<file path="src/rtl/carrier_dec_pkg.sv">
`timescale 1ns/1ps
package carrier_dec_pkg;
  typedef enum logic [1:0] {WIN_CFG = 2'd0, WIN_CTL = 2'd1, WIN_M16 = 2'd2, WIN_M8 = 2'd3} win_e;
  typedef enum logic [2:0] {SP_IO = 3'd0, SP_ID = 3'd1, SP_INT = 3'd2, SP_M16 = 3'd3, SP_M8 = 3'd4} space_e;
  localparam logic [7:0] BE_BASE   = 8'h2B;
  localparam int         BE_STRIDE = 4;
  localparam int         BE_N      = 3;
  localparam int         BE_CTL    = 1;
  localparam int         BE_M16    = 2;
endpackage

</file>
<file path="src/rtl/cde_cfg_bytes.sv">
`timescale 1ns/1ps
module cde_cfg_bytes
  import carrier_dec_pkg::*;
#(
  parameter int CFG_DEPTH = 88
) (
  input  logic            clk_i,
  input  logic            rst_ni,
  input  logic            wr_i,
  input  logic [7:0]      off_i,
  input  logic            bit_i,
  output logic [BE_N-1:0] be_o,
  output logic [7:0]      rbyte_o
);
  logic [BE_N-1:0] be_q;
  logic [BE_N-1:0] at_flag;

  for (genvar i = 0; i < BE_N; i++) begin : g_flag
    localparam logic [7:0] FLAG_OFF = BE_BASE + 8'(i * BE_STRIDE);
    assign at_flag[i] = (off_i == FLAG_OFF);
    always_ff @(posedge clk_i or negedge rst_ni) begin
      if (!rst_ni)                 be_q[i] <= 1'b0;
      else if (wr_i && at_flag[i]) be_q[i] <= bit_i;
    end
  end

  always_comb begin
    rbyte_o = (32'(off_i) < CFG_DEPTH) ? {off_i[6:0], 1'b0} : 8'h00;
    rbyte_o[0] = rbyte_o[0] | (|(at_flag & be_q));
  end

  assign be_o = be_q;
endmodule

</file>
<file path="src/rtl/cde_slicer.sv">
`timescale 1ns/1ps
module cde_slicer
  import carrier_dec_pkg::*;
#(
  parameter int ADDR_W = 25,
  parameter int MOD_W  = 2,
  parameter int OFF_W  = 23
) (
  input  win_e              win_i,
  input  logic [ADDR_W-1:0] addr_i,
  output logic [MOD_W-1:0]  mod_o,
  output space_e            space_o,
  output logic [OFF_W-1:0]  off_o
);
  localparam int CTL_MOD_LSB = 8;
  localparam int CTL_SP_LSB  = 6;
  localparam int M16_OFF_W   = OFF_W;
  localparam int M8_OFF_W    = OFF_W - 1;

  always_comb begin
    mod_o   = '0;
    space_o = SP_IO;
    off_o   = '0;
    unique case (win_i)
      WIN_CTL: begin
        mod_o = addr_i[CTL_MOD_LSB +: MOD_W];
        unique case (addr_i[CTL_SP_LSB +: 2])
          2'd2: begin space_o = SP_ID;  off_o = OFF_W'(addr_i[5:0]); end
          2'd3: begin space_o = SP_INT; off_o = OFF_W'(addr_i[5:0]); end
          default: begin space_o = SP_IO; off_o = OFF_W'(addr_i[6:0]); end
        endcase
      end
      WIN_M16: begin
        mod_o   = addr_i[M16_OFF_W +: MOD_W];
        space_o = SP_M16;
        off_o   = addr_i[M16_OFF_W-1:0];
      end
      WIN_M8: begin
        mod_o   = addr_i[M8_OFF_W +: MOD_W];
        space_o = SP_M8;
        off_o   = OFF_W'(addr_i[M8_OFF_W-1:0]);
      end
      default: ;
    endcase
  end
endmodule

</file>
<file path="src/rtl/cde_swap.sv">
`timescale 1ns/1ps
module cde_swap #(
  parameter int LANE_W = 8
) (
  input  logic              en_i,
  input  logic [2*LANE_W-1:0] d_i,
  output logic [2*LANE_W-1:0] d_o
);
  assign d_o = en_i ? {d_i[LANE_W-1:0], d_i[2*LANE_W-1:LANE_W]} : d_i;
endmodule

</file>
<file path="src/rtl/carrier_win_decode.sv">
`timescale 1ns/1ps
module carrier_win_decode
  import carrier_dec_pkg::*;
#(
  parameter int ADDR_W    = 25,
  parameter int MOD_N     = 4,
  parameter int DATA_W    = 16,
  parameter int CFG_DEPTH = 88,
  localparam int MOD_W    = $clog2(MOD_N),
  localparam int OFF_W    = ADDR_W - MOD_W
) (
  input  logic              clk_i,
  input  logic              rst_ni,
  input  logic              req_valid_i,
  input  logic              req_we_i,
  input  logic [1:0]        req_win_i,
  input  logic [ADDR_W-1:0] req_addr_i,
  input  logic              req_wide_i,
  input  logic [DATA_W-1:0] req_wdata_i,
  input  logic [MOD_N-1:0]  mod_present_i,
  input  logic [DATA_W-1:0] mod_rdata_i,
  output logic [MOD_W-1:0]  mod_sel_o,
  output logic [2:0]        mod_space_o,
  output logic [OFF_W-1:0]  mod_off_o,
  output logic [DATA_W-1:0] mod_wdata_o,
  output logic              mod_wr_o,
  output logic              mod_rd_o,
  output logic [DATA_W-1:0] rdata_o,
  output logic              rvalid_o
);
  localparam int LANE_W = DATA_W / 2;

  win_e              win;
  logic [BE_N-1:0]   be;
  logic [7:0]        cfg_byte;
  logic              be_win, flip, swap_en, legal, hit, is_rd;
  logic [ADDR_W-1:0] addr_adj;
  space_e            space;
  logic [DATA_W-1:0] rd_swapped, rd_next;

  assign win = win_e'(req_win_i);

  cde_cfg_bytes #(.CFG_DEPTH(CFG_DEPTH)) u_cfg (
    .clk_i   (clk_i),
    .rst_ni  (rst_ni),
    .wr_i    (req_valid_i && req_we_i && win == WIN_CFG),
    .off_i   (req_addr_i[7:0]),
    .bit_i   (req_wdata_i[0]),
    .be_o    (be),
    .rbyte_o (cfg_byte)
  );

  always_comb begin
    unique case (win)
      WIN_CTL: be_win = be[BE_CTL];
      WIN_M16: be_win = be[BE_M16];
      default: be_win = 1'b0;
    endcase
  end

  assign flip     = be_win && !req_wide_i;
  assign swap_en  = be_win && req_wide_i;
  assign addr_adj = req_addr_i ^ ADDR_W'(flip);

  cde_slicer #(.ADDR_W(ADDR_W), .MOD_W(MOD_W), .OFF_W(OFF_W)) u_slice (
    .win_i   (win),
    .addr_i  (addr_adj),
    .mod_o   (mod_sel_o),
    .space_o (space),
    .off_o   (mod_off_o)
  );

  cde_swap #(.LANE_W(LANE_W)) u_wswap (.en_i(swap_en), .d_i(req_wdata_i), .d_o(mod_wdata_o));
  cde_swap #(.LANE_W(LANE_W)) u_rswap (.en_i(swap_en), .d_i(mod_rdata_i), .d_o(rd_swapped));

  assign mod_space_o = space;
  assign legal    = (win != WIN_CFG) && !(win == WIN_M8 && req_wide_i);
  assign hit      = req_valid_i && legal && mod_present_i[mod_sel_o];
  assign mod_wr_o = hit && req_we_i;
  assign mod_rd_o = hit && !req_we_i;
  assign is_rd    = req_valid_i && !req_we_i;

  always_comb begin
    if (win == WIN_CFG)  rd_next = DATA_W'(cfg_byte);
    else if (!hit)       rd_next = '0;
    else if (req_wide_i) rd_next = rd_swapped;
    else                 rd_next = DATA_W'(mod_rdata_i[LANE_W-1:0]);
  end

  always_ff @(posedge clk_i or negedge rst_ni) begin
    if (!rst_ni) begin
      rvalid_o <= 1'b0;
      rdata_o  <= '0;
    end else begin
      rvalid_o <= is_rd;
      rdata_o  <= is_rd ? rd_next : '0;
    end
  end
endmodule

</file>
<file path="config.mk">
export PLATFORM = sky130hd
export DESIGN_NAME = carrier_win_decode
export DESIGN_NICKNAME = d
export VERILOG_FILES = /design/src/rtl/carrier_dec_pkg.sv /design/src/rtl/cde_cfg_bytes.sv /design/src/rtl/cde_slicer.sv /design/src/rtl/cde_swap.sv /design/src/rtl/carrier_win_decode.sv
export SDC_FILE = /design/constraint.sdc
export NUM_CORES = 1
export LEC_CHECK = 0
export BUFFER_PORTS_ARGS = -buffer_cell sky130_fd_sc_hd__buf_2
export CORE_UTILIZATION = 35
export DETAILED_ROUTE_END_ITERATION = 10
export GPL_TIMING_DRIVEN = 0
export PLACE_DENSITY = 0.72
export SYNTH_ARGS = -nofsm -noshare
export SYNTH_HDL_FRONTEND = slang
export SYNTH_SLANG_ARGS = --single-unit
</file>
<file path="constraint.sdc">
create_clock -name clk_i -period 2.45 [get_ports clk_i]
set_clock_uncertainty 0.15 [all_clocks]
set_input_delay 0.1225 -clock clk_i [delete_from_list [all_inputs] [get_ports clk_i]]
set_output_delay 0.1225 -clock clk_i [all_outputs]
set_load 0.05 [all_outputs]
</file>
==> results.txt <==
For the max capacitance violation total, the log shows 0. Count of clock tree sinks: 20. The slowest library cell on the worst path was sky130_fd_sc_hd__or4b_4. The number of different library cells used by synthesis comes to 39. Measured against its own limit, the worst slew margin works out to 52.1%. Post-route setup TNS: 0 ns. In the final routed layout, each cell accounts on average for 13.7 µm. For this run, the post-layout net count is 404. The tools report the total die area as 5140 µm². The worst setup path is captured at an output pin.

The area of the mapped netlist was 1700 µm². Number of antenna-violating nets in the routed design: 0. The region available for standard cell placement spans 4500 µm².

The deepest level of the CTS H-tree was 1. The first global-routing pass estimated 8350 µm of wire. On the worst path, the slowest cell contributes a delay of 0.53 ns. Global routing consumed, over all layers together, 20.6% of the routing resources.

Synthesis inferred 20 register bits. The tools report the share of the yosys chip area belonging to registers as 29.5%. The clock passes through at most 2 buffers. For the number of hold violations in the final report, the log shows 0. Compared with the post-synthesis result, the final layout area differs by 57.0%. Measured on the finished design, the core utilization comes to 59.2%. In the post-synthesis netlist, the biggest area contributors are sky130_fd_sc_hd__dfrtp_1 29%, sky130_fd_sc_hd__mux2_2 13%, sky130_fd_sc_hd__and2_1 8.1%. Top flip-flop cell by instance count after synthesis: sky130_fd_sc_hd__dfrtp_1. The worst path uses 94.1% of the clock period.

The detailed-route wire length is 5210 µm, and the cell area power density is 419 nW/µm². The start-to-end type of the worst setup path is input port to output pin. The logs give 4 for the number of search-and-repair iterations in the first detailed-routing pass and 2.18 ns for the required time reported for the critical path endpoint.

The via count of the first global-routing pass was 1,763; the worst IR drop on VDD was 0.227 mV. Synthesis handed over a netlist of 181 instances. Averaged over all synthesized cells, the footprint is 9.39 µm². Entering global routing, the biggest net connects 21 pins. For this run, design rule violations remaining after detail routing come to 0.

The number of pins exceeding their max-slew limit in the final report was 0; the clock slew at the register clock pins of the worst setup and hold paths was 0.07 ns. The share of the synthesized area in the top cell type was 29.5%. The count of routing violations after the opening detailed-route iteration was 97; the overall overflow remaining after global route was 0. The chip height is 71.7 µm.

The buffer cell driving the clock tree root was sky130_fd_sc_hd__clkbuf_8. The upper clock frequency limit came out at 434 MHz. TritonCTS built the clock tree. The share of final-layout standard cells stronger than drive strength 1 works out to 53.8%.

The net count after synthesis is 255, and the total power of the final layout is 1.12 mW. For the worst setup path, the data arrival time is 2.03 ns. The critical path goes through clkbuf_4 -> inv_1 -> ha_2 -> a222oi_1 -> or4b_4 -> o211ai_4 -> buf_6 -> nor3_4 -> buf_4. The flow ran to the end, and the final reports show no timing, DRC or antenna violations. For the pin with the worst max-slew slack, the measured transition is 0.713 ns. Cell type with the highest aggregate area in the netlist: sky130_fd_sc_hd__dfrtp_1. The logs give 381 for the final instance count without filler cells and 4090 µm for the detailed placer's ending HPWL.

The tools report the reported leakage power as 1.38 nW. The share of flip-flops with an asynchronous set or reset is 100%, and the final design area excluding fillers is 2670 µm². Setup repair after global routing left no endpoint under its margin.

The final critical path time including I/O delays and setup was 2.30 ns; the quantity of I/O buffers inserted on ports was 130. 0 antenna diodes ended up in the layout. Top cell family by delay on the critical path: buffers and inverters. For the starting density of the core, the log shows 37.7%. Counting tap cells, the placed design contains a total of 363 instances. The number of setup violations in the final report came out at 0. The number of warnings issued by yosys was 0. The type of element launching the critical path is an input port. In this run the worst path has a maximum fanout of 12. Counting the buffers created by CTS gives 3. In this run the cell area measured after placement is 2440 µm².

The path category of the worst min-delay check is input port to register. The logs give 0 for the number of antenna violations at the first check in global routing and 131 for the number of primary I/O pins. The last weighted congestion value of the routability-driven placer came out at 0.860. The floorplan has 24 rows. Yosys mapped a number of flops with a built-in enable equal to 0. For this block, the via count after detailed routing is 1,954. Counting both buffers and inverters, the worst setup path holds a total of 4.

The die is 71.7 µm wide. The clock insertion delay at the later pin of the skew report was 0.25 ns; the average via count per standard cell was 5.13.
-- layout make-up --
class                           instances  area [µm²]
Buffer                                  8        60.1
Clock buffer                            3        41.3
Clock inverter                          1        30.0
Fill cell                             414        1840
Inverter                                6        22.5
Multi-Input combinational cell        147        1170
Sequential cell                        20         500
Tap cell                               52        65.1
Timing Repair Buffer                  144         777
-- cells by family (layout without fill, tap and decap cells) --
kind of cell	count (synthesis)	count (layout)	share of synthesized area, %
AOI/OAI and AO/OA	37	37	16.4
xor gates and xnor gates	1	1	0.516
adders and majority gates	6	6	4.42
buffers and inverters	14	162	4.05
DFF	20	20	29.5
muxes	29	29	18.5
and+or+nand+nor	74	74	26.7
-- synth_stat cells, types with 2 or more instances --
cell type                   n
sky130_fd_sc_hd__a21boi_0   7
sky130_fd_sc_hd__a21oi_1    4
sky130_fd_sc_hd__a222oi_1   2
sky130_fd_sc_hd__and2_1    22
sky130_fd_sc_hd__and3_1     9
sky130_fd_sc_hd__buf_1      2
sky130_fd_sc_hd__buf_6      2
sky130_fd_sc_hd__clkbuf_1   3
sky130_fd_sc_hd__dfrtp_1   20
sky130_fd_sc_hd__ha_1       6
sky130_fd_sc_hd__inv_1      6
sky130_fd_sc_hd__mux2_2    19
sky130_fd_sc_hd__mux2i_1   10
sky130_fd_sc_hd__nand2_1    8
sky130_fd_sc_hd__nand2b_1   3
sky130_fd_sc_hd__nand3_1    2
sky130_fd_sc_hd__nand3b_1   2
sky130_fd_sc_hd__nor2_1     7
sky130_fd_sc_hd__nor2b_1    2
sky130_fd_sc_hd__nor3_1     3
sky130_fd_sc_hd__nor3b_1    2
sky130_fd_sc_hd__nor4b_1    8
sky130_fd_sc_hd__o21ai_0   10
sky130_fd_sc_hd__o31ai_1    6
sky130_fd_sc_hd__or3_1      2
-- routing by layer --
layer	track usage, %	vias up	wire length [µm]
met1	27.0	908	2310
met2	34.9	77	2520
met4	3.27	0	42
met5	0	-	0
li1	-	965	-
met3	5.20	4	339
-- where the power goes --
part	internal, mW	switching (mW)
sequential	0.335	0.00111
combinational	0.153	0.306
clock	0.218	0.105
total	0.705	0.413
-- sequential cells by signal (all words and copies together) (netlist names) --
name and flops:
rvalid_o 1, rdata_o 16, u_cfg.be_o 3
-- path summary, 6_finish.rpt --
check,startpoint,end,slack (ns),cells past startpoint
max reg2reg,u_cfg.be_o[1]$_DFFE_PN0P_,rdata_o[13]$_DFF_PN0_,0.61,6
max,req_win_i[1],mod_rd_o,0.15,9
max in group asynchronous,rst_ni,u_cfg.be_o[2]$_DFFE_PN0P_,1.66,2
min reg2reg,u_cfg.be_o[0]$_DFFE_PN0P_,u_cfg.be_o[0]$_DFFE_PN0P_,0.38,1
min,req_addr_i[3],rdata_o[4]$_DFF_PN0_,0.004,3
min in group asynchronous,rst_ni,rvalid_o$_DFF_PN0_,0.18,2
-- timing repair --
| item | CTS | global route |
|---|---|---|
| hold buffers | 4 | 0 |
| setup endpoints to repair | 34 | 19 |
| buffers inserted | 8 | 2 |
| resized for setup | 8 | 7 |
| pin swaps | 3 | 3 |
| hold endpoints to repair | 23 | 0 |
-- tightest hold or removal path, delay by kind of cell --
family | cells | cell delay (ns)
and+or+nand+nor | 1 | 0.06
buffers and inverters | 1 | 0.12
AOI/OAI and AO/OA | 1 | 0.07
-- metrics by stage --
stage / hold slack (ns) / worst slack [ns]
5_1_grt: 0.0128 / 0.0124
2_1_floorplan: -0.323 / 0.0506
3_5_place_dp: -0.0571 / -0.681
6_report: 0.00359 / 0.146
4_1_cts: 0.00481 / 0.0256
3_3_place_gp: -0.0604 / -0.616
-- layout by cell type, fill, tap and decap left out, types with 2 or more instances in the layout --
cell type                         n
sky130_fd_sc_hd__a21oi_1          4
sky130_fd_sc_hd__mux2i_1         10
sky130_fd_sc_hd__buf_4           12
sky130_fd_sc_hd__nor2_1           7
sky130_fd_sc_hd__nor4b_1          8
sky130_fd_sc_hd__ha_1             4
sky130_fd_sc_hd__nand3b_1         2
sky130_fd_sc_hd__clkbuf_1         3
sky130_fd_sc_hd__clkbuf_8         3
sky130_fd_sc_hd__and2_1          21
sky130_fd_sc_hd__buf_6            4
sky130_fd_sc_hd__nand2b_1         3
sky130_fd_sc_hd__nand2_1          8
sky130_fd_sc_hd__dlygate4sd3_1    4
sky130_fd_sc_hd__a21boi_0         7
sky130_fd_sc_hd__clkbuf_4         2
sky130_fd_sc_hd__nor2b_1          2
sky130_fd_sc_hd__inv_1            6
sky130_fd_sc_hd__nand3_1          2
sky130_fd_sc_hd__buf_2          127
sky130_fd_sc_hd__o21ai_0         10
sky130_fd_sc_hd__dfrtp_1         20
sky130_fd_sc_hd__or3_1            2
sky130_fd_sc_hd__o31ai_1          6
sky130_fd_sc_hd__nor3_1           2
sky130_fd_sc_hd__a222oi_1         2
sky130_fd_sc_hd__mux2_2          19
sky130_fd_sc_hd__ha_2             2
sky130_fd_sc_hd__and3_1           9
Note: power is estimated with default switching activity, not from simulation.
